### src/rtl/atten_pkg.sv
package atten_pkg;
  typedef enum logic [1:0] {
    SRC_HOLD   = 2'b00,
    SRC_PRESET = 2'b01,
    SRC_LIVE   = 2'b10
  } word_src_e;
endpackage

### src/rtl/atten_shift.sv
module atten_shift #(
  parameter int W = 6
) (
  input  logic         clk,
  input  logic         rst_n,
  input  logic         ser_clk,
  input  logic         ser_data,
  output logic [W-1:0] sr_next,
  output logic         ser_out
);
  logic         sclk_q;
  logic [W-1:0] sr_q;
  logic         shift_en;

  always_comb begin
    shift_en = ser_clk & ~sclk_q;
    sr_next  = sr_q;
    if (shift_en) begin
      sr_next = {sr_q[W-2:0], ser_data};
    end
  end

  always_ff @(posedge clk or negedge rst_n) begin
    if (!rst_n) begin
      sclk_q <= 1'b0;
      sr_q   <= '0;
    end else begin
      sclk_q <= ser_clk;
      if (shift_en) begin
        sr_q <= sr_next;
      end
    end
  end

  assign ser_out = sr_q[W-1];
endmodule

### src/rtl/atten_preset.sv
module atten_preset #(
  parameter int W = 6
) (
  input  logic         ser_mode,
  input  logic         latch_en,
  input  logic [1:0]   preset_sel,
  input  logic [W-1:0] par_word,
  output logic [W-1:0] preset_word
);
  localparam logic [W-1:0] CODE_ZERO = '0;
  localparam logic [W-1:0] CODE_MID  = W'(1) << (W - 2);
  localparam logic [W-1:0] CODE_HIGH = W'(1) << (W - 1);
  localparam logic [W-1:0] CODE_MAX  = '1;

  logic [W-1:0] table_word;

  always_comb begin
    unique case (preset_sel)
      2'b00:   table_word = CODE_ZERO;
      2'b10:   table_word = CODE_MID;
      2'b01:   table_word = CODE_HIGH;
      default: table_word = CODE_MAX;
    endcase
  end

  always_comb begin
    if (ser_mode || latch_en) begin
      preset_word = par_word;
    end else begin
      preset_word = table_word;
    end
  end
endmodule

### src/rtl/atten_hold.sv
module atten_hold #(
  parameter int W = 6
) (
  input  logic                 clk,
  input  logic                 rst_n,
  input  logic                 latch_en,
  input  logic [W-1:0]         live_word,
  input  logic [W-1:0]         preset_word,
  output logic [W-1:0]         atten_word
);
  import atten_pkg::*;

  logic         init_done_q;
  word_src_e    src;
  logic [W-1:0] word_d;
  logic [W-1:0] word_q;
  logic         word_en;

  always_comb begin
    if (!init_done_q) begin
      src = SRC_PRESET;
    end else if (latch_en) begin
      src = SRC_LIVE;
    end else begin
      src = SRC_HOLD;
    end
  end

  always_comb begin
    word_en = 1'b1;
    word_d  = word_q;
    unique case (src)
      SRC_PRESET: word_d = preset_word;
      SRC_LIVE:   word_d = live_word;
      default:    word_en = 1'b0;
    endcase
  end

  always_ff @(posedge clk or negedge rst_n) begin
    if (!rst_n) begin
      init_done_q <= 1'b0;
      word_q      <= '0;
    end else begin
      init_done_q <= 1'b1;
      if (word_en) begin
        word_q <= word_d;
      end
    end
  end

  assign atten_word = word_q;
endmodule

### src/rtl/atten_ctrl_top.sv
module atten_ctrl_top #(
  parameter int W = 6
) (
  input  logic         clk,
  input  logic         rst_n,
  input  logic         ser_mode,
  input  logic         latch_en,
  input  logic [W-1:0] par_word,
  input  logic [1:0]   preset_sel,
  input  logic         ser_clk,
  input  logic         ser_data,
  output logic [W-1:0] atten_word,
  output logic         ser_out
);
  logic [W-1:0] sr_next;
  logic [W-1:0] preset_word;
  logic [W-1:0] live_word;

  atten_shift #(.W(W)) u_shift (
    .clk      (clk),
    .rst_n    (rst_n),
    .ser_clk  (ser_clk),
    .ser_data (ser_data),
    .sr_next  (sr_next),
    .ser_out  (ser_out)
  );

  atten_preset #(.W(W)) u_preset (
    .ser_mode    (ser_mode),
    .latch_en    (latch_en),
    .preset_sel  (preset_sel),
    .par_word    (par_word),
    .preset_word (preset_word)
  );

  assign live_word = ser_mode ? sr_next : par_word;

  atten_hold #(.W(W)) u_hold (
    .clk         (clk),
    .rst_n       (rst_n),
    .latch_en    (latch_en),
    .live_word   (live_word),
    .preset_word (preset_word),
    .atten_word  (atten_word)
  );
endmodule

### config.mk
export PLATFORM = sky130hd
export DESIGN_NAME = atten_ctrl_top
export DESIGN_NICKNAME = d
export VERILOG_FILES = /design/src/rtl/atten_pkg.sv /design/src/rtl/atten_shift.sv /design/src/rtl/atten_preset.sv /design/src/rtl/atten_hold.sv /design/src/rtl/atten_ctrl_top.sv
export SDC_FILE = /design/constraint.sdc
export NUM_CORES = 1
export LEC_CHECK = 0
export BUFFER_PORTS_ARGS = -buffer_cell sky130_fd_sc_hd__buf_2
export CAP_MARGIN = 5
export CORE_MARGIN = 4
export CORE_UTILIZATION = 40
export DETAILED_ROUTE_END_ITERATION = 8
export GPL_ROUTABILITY_DRIVEN = 0
export PLACE_DENSITY_LB_ADDON = 0.08
export SLEW_MARGIN = 10
export SYNTH_ARGS = -nofsm -noshare
export SYNTH_HDL_FRONTEND = slang
export SYNTH_SLANG_ARGS = --single-unit
### constraint.sdc
create_clock -name clk -period 3 [get_ports clk]
set_clock_uncertainty 0.2 [all_clocks]
set_input_delay 0.3 -clock clk [delete_from_list [all_inputs] [get_ports clk]]
set_output_delay 0.3 -clock clk [all_outputs]
set_load 0.02 [all_outputs]
# [Yosys cells after proc, flatten, opt, wreduce, memory -nomap -nowiden]
# Index checks and enable logic that the tools add are counted.
[totals] register_bits=14 inputBits=14 output_inout_bits=7 elab_cells=23
[op_classes] eq_ne=4 n_mux=8 bitwise=2 reduce_logical=5
[op_table] cell="6-bit 2-to-1 mux" n=3
[op_table] cell="6-bit case mux with 3 select lines" n=1
[op_table] cell="6-bit case mux with 2 select lines" n=1
[op_table] cell="2-bit by 1-bit == test with 1-bit output, second input constant" n=2
[op_table] cell="2-bit == test, second input constant" n=2
[op_table] cell="2-bit 2-to-1 mux" n=2
[op_table] cell="2-bit logical NOT" n=1
[op_table] cell="2-bit AND reduction" n=1
[op_table] cell="2-bit nonzero test" n=1
[op_table] cell="2-bit OR reduction" n=1
[op_table] cell="1-bit AND" n=1
[op_table] cell="1-bit logical OR" n=1
[op_table] cell="1-bit 2-to-1 mux" n=1
[op_table] cell="1-bit NOT" n=1

# [Depth between registers and ports, before layout]
[depth] word_depth=6 ltp_mapped=5 depth_no_buf=4

# [Cells and area by module]
# A second synthesis with hierarchy kept.
[unflattened] hier_cells=68 area_unflattened_um2=863.3
[by_module_without_submodules] mod="atten_shift" instances=1 cells_each=21 area_each_um2=381.6
[by_module_without_submodules] mod="atten_hold" instances=1 cells_each=28 area_each_um2=307.8
[by_module_without_submodules] mod="atten_ctrl_top" instances=1 cells_each=7 area_each_um2=101.3
[by_module_without_submodules] mod="atten_preset" instances=1 cells_each=12 area_each_um2=72.6

# [Least setup slack after synthesis]
# Ideal clock, no wire load.
[synth_timing] path_type="register -> register" startpoint="register u_shift.sclk_q" endpoint="register u_hold.word_q[0] (netlist: u_hold.atten_word[0])" setup_time_ns=0.124 arrival_ns=1.247 required_ns=2.676 path_slack_ns=1.429 path_stages_with_launch=6 path_buffers=1 synth_period_minus_slack_ns=1.571 path_cell_list="dfrtp_1 nand2b_4 buf_6 mux2_4 o21a_1 a211o_1"
[synth_between] elab_chain_len=5
[synth_lines] element="start, declared" line="atten_shift.sv:11" source="logic sclk_q;"
[synth_lines] element="start signal, assigned" line="atten_shift.sv:28" source="sclk_q <= ser_clk;"
[synth_lines] element="1-bit NOT" line="atten_shift.sv:16" source="shift_en = ser_clk & ~sclk_q;"
[synth_lines] element="1-bit AND" line="atten_shift.sv:16"
[synth_lines] element="6-bit 2-to-1 mux" line="atten_shift.sv:18" source="if (shift_en) begin"
[synth_lines] element="6-bit 2-to-1 mux" line="atten_ctrl_top.sv:36" source="assign live_word = ser_mode ? sr_next : par_word;"
[synth_lines] element="6-bit case mux with 2 select lines" line="atten_hold.sv:32" source="unique case (src)"
[synth_lines] element="end signal, assigned" line="atten_hold.sv:46" source="word_q <= word_d;"
[synth_lines] element="end, declared" line="atten_hold.sv:16" source="logic [W-1:0] word_q;"
# No other way between the ends.
# A chain may end at the register's enable or synchronous reset.

# [Worst setup path in the final report]
[layout_timing] startpoint="input ser_clk" endpoint="register u_hold.word_q[0] (netlist: u_hold.atten_word[0])"
[layout_between] elab_chain_len=4
[layout_lines] element="start, declared" line="atten_ctrl_top.sv:10" source="input logic ser_clk,"
[layout_lines] element="1-bit AND" line="atten_shift.sv:16"
[layout_lines] element="6-bit 2-to-1 mux" line="atten_shift.sv:18"
[layout_lines] element="6-bit 2-to-1 mux" line="atten_ctrl_top.sv:36"
[layout_lines] element="6-bit case mux with 2 select lines" line="atten_hold.sv:32"
# No other way between the ends.

==> out/summary.txt <==
Fin area = 843 sq um
Final min period = 1.83 ns
Setup TNS = 0 ns
Worst Path Max Fanout = 6
Syn_nets = 81
ANT nets after route = 0
Status = finished, final reports clean
Clock root cell = clkbuf_4
Library cells used by synthesis = 21
Vias per cell = 5.15
Vias in the first global route = 509
Wirelength per Cell = 13.1 um
Setup bufs post-CTS = 0
Initial DRC count = 0
Total Routed Length = 1370 um
Endpoints failing setup = 0
Post-synth EDFFs = 0
Max Cap Viol = 0
Syn Area/Cell = 10.3 sq um
Cell taking the most area after synthesis = dfrtp_1
Seq/Total Area, Yosys = 0.508
Flop2flop setup slack = 1.43 ns
Most frequent cell after synthesis = dfrtp_1
Synthesized area = 689 sq um
Die W = 49.5 um
Clock-pin slew on the worst setup and hold paths = 0.08 ns
Core Footprint = 0.00156 sq mm
Ys async rst share = 1.00
Unrepaired setup endpoints after global routing = false
Total number of vias = 541
Final period util = 0.611
Most used flip-flop cell after synthesis = dfrtp_1
Syn. warnings = 0
Worst-skew pair later-pin latency = 0.28 ns
Power Internal = 0.369 mW
Clock Sinks = 14
TritonCTS clock tree = built
Port Buffers = 20
Crit start category = input pin
GRT Residual Overflow = 0
Ports = 21
WP data arrival = 1.80 ns
Dpl hpwl = 1030 um
CTS Buf Count = 3
Synth top area share = 0.508
First-pass GRT wire length = 2300 um
Mapped Cells = 67
1st-pass router iterations = 1
Die area = 0.00245 sq mm
Layout area overhead = 22.3%
Cells along the critical path = dlygate4sd3_1 > buf_2 > nand2b_4 > mux2_4 > o21a_1 > a211o_1
Initial antenna violation count = 0
Drc violations = 0
Clock Path Buffers = 2
Share of layout cells above drive strength 1 = 0.348
Sw Ratio = 0.290
Crit. End Element = flop
Power share of the combinational group = 0.266
Part of the power in registers = 0.482
Die Ht = 49.5 um
Starting Density = 0.442
Setup Crit Path Kind = in2reg
Largest net degree at the start of global routing = 16
Switching power total = 0.151 mW
CP peak stage delay = 0.53 ns
Peak Freq = 0.546 GHz
Htree depth = 1
All-layer global routing usage = 0.127
Part of the power in the clock network = 0.252
Pwr Density = 616 mW/mm^2
Ant. Diodes = 0
Fin nets = 104
P_leak = 0.419 nW
Area after DPL = 787 sq um
CP max stage cell = dlygate4sd3_1
Synth cell count leaders = dfrtp_1 (14), nor2_1 (9), a21oi_1 (5), nand2_1 (5), o21ai_0 (5)
Max-slew violations = 0
Final hold vios = 0
Top post-synthesis cells by area = dfrtp_1 (51%), mux2_4 (6.5%), nor2_1 (4.9%), mux2_2 (4.9%), a211o_1 (3.8%)
Hold Crit Class = in2reg
Worst vdd ir = 0.416 mV
Site Rows = 14
Seq cells post-synth = 14
Worst Path Required = 2.96 ns
==> cells in the final DEF, fill, tap and decap left out, drive strengths merged, types with 3 or more instances in the layout <==
| cell | Yosys | final |
|---|---|---|
| nor2 | 9 | 9 |
| o21ai | 5 | 5 |
| o22ai | 4 | 4 |
| nand2 | 5 | 5 |
| o21a | 3 | 3 |
| clkbuf | 3 | 4 |
| a21oi | 5 | 5 |
| dfrtp | 14 | 14 |
| buf | 1 | 20 |
| mux2 | 6 | 6 |
| a211o | 3 | 3 |
==> registers in the layout, summed over array words and instances, names as in the netlist <==
name / count
u_hold.init_done_q: 1
u_shift.sclk_q: 1
u_hold.atten_word: 6
u_shift.sr_q: 6
==> final cells by class <==
class / count / area (sq um)
clock buffer: 4 / 36.3
fill: 130 / 716
inverter: 1 / 3.75
multi-input combinational: 48 / 313
sequential: 14 / 350
tap: 16 / 20.0
timing repair buffer: 22 / 120
==> per-stage QoR <==
stage	std cells	utilization	hold WS [ns]	total power, mW	setup slack (ns)
finish	105	0.541	0.0664	0.520	1.17
global route	105	0.541	0.0669	0.555	1.15
CTS	105	0.541	0.0640	0.528	1.18
detailed placement	99	0.505	0.0127	0.391	1.43
global placement	99	0.505	0.00977	0.391	1.43
floorplan	67	-	-0.196	0.345	1.43
==> cell families after synthesis <==
kind of cell    share of synthesized area
flops                               0.508
other cells                       0.00544
simple gates                        0.142
buf+inv                            0.0381
mux                                 0.114
compound gates                      0.192
==> power by group through the flow <==
stage	Sequential (mW)	Clock [mW]	Combinational, mW
6_report	0.250	0.131	0.138
5_1_grt	0.255	0.146	0.154
4_1_cts	0.250	0.137	0.140
3_5_place_dp	0.254	0	0.137
3_3_place_gp	0.255	0	0.136
2_1_floorplan	0.271	0	0.0737
==> routing by layer <==
metal	share of wire	global-route usage	vias up
li1	-	-	279
met1	0.51	0.173	251
met2	0.43	0.172	9
met3	0.050	0.0572	2
met4	0.012	0.0553	0
met5	0	0	-
==> final timing paths <==
| check | startpoint | cells past startpoint | end |
|---|---|---|---|
| max | ser_clk | 6 | u_hold.atten_word[0]$_DFFE_PN0P_ |
| min | ser_data | 2 | u_shift.sr_q[0]$_DFFE_PN0P_ |
| max reg2reg | u_shift.sclk_q$_DFF_PN0_ | 4 | u_hold.atten_word[0]$_DFFE_PN0P_ |
| min reg2reg | u_hold.atten_word[1]$_DFFE_PN0P_ | 1 | u_hold.atten_word[1]$_DFFE_PN0P_ |
| max in group asynchronous | rst_n | 2 | u_shift.sr_q[3]$_DFFE_PN0P_ |
| min in group asynchronous | rst_n | 2 | u_hold.atten_word[3]$_DFFE_PN0P_ |
==> worst max-delay path, delay by kind of cell <==
kind            cells  cell delay (ns)
buf+inv             2             0.67
compound gates      2             0.39
mux                 1             0.32
simple gates        1             0.12
==> repair_timing <==
| action | CTS | global route |
|---|---|---|
| resized for setup | 0 | 0 |
| endpoints found under the hold margin | 15 | 0 |
| hold buffers | 2 | 0 |
| endpoints found under the setup margin | 0 | 0 |
Power figures use the tool's default switching activity.
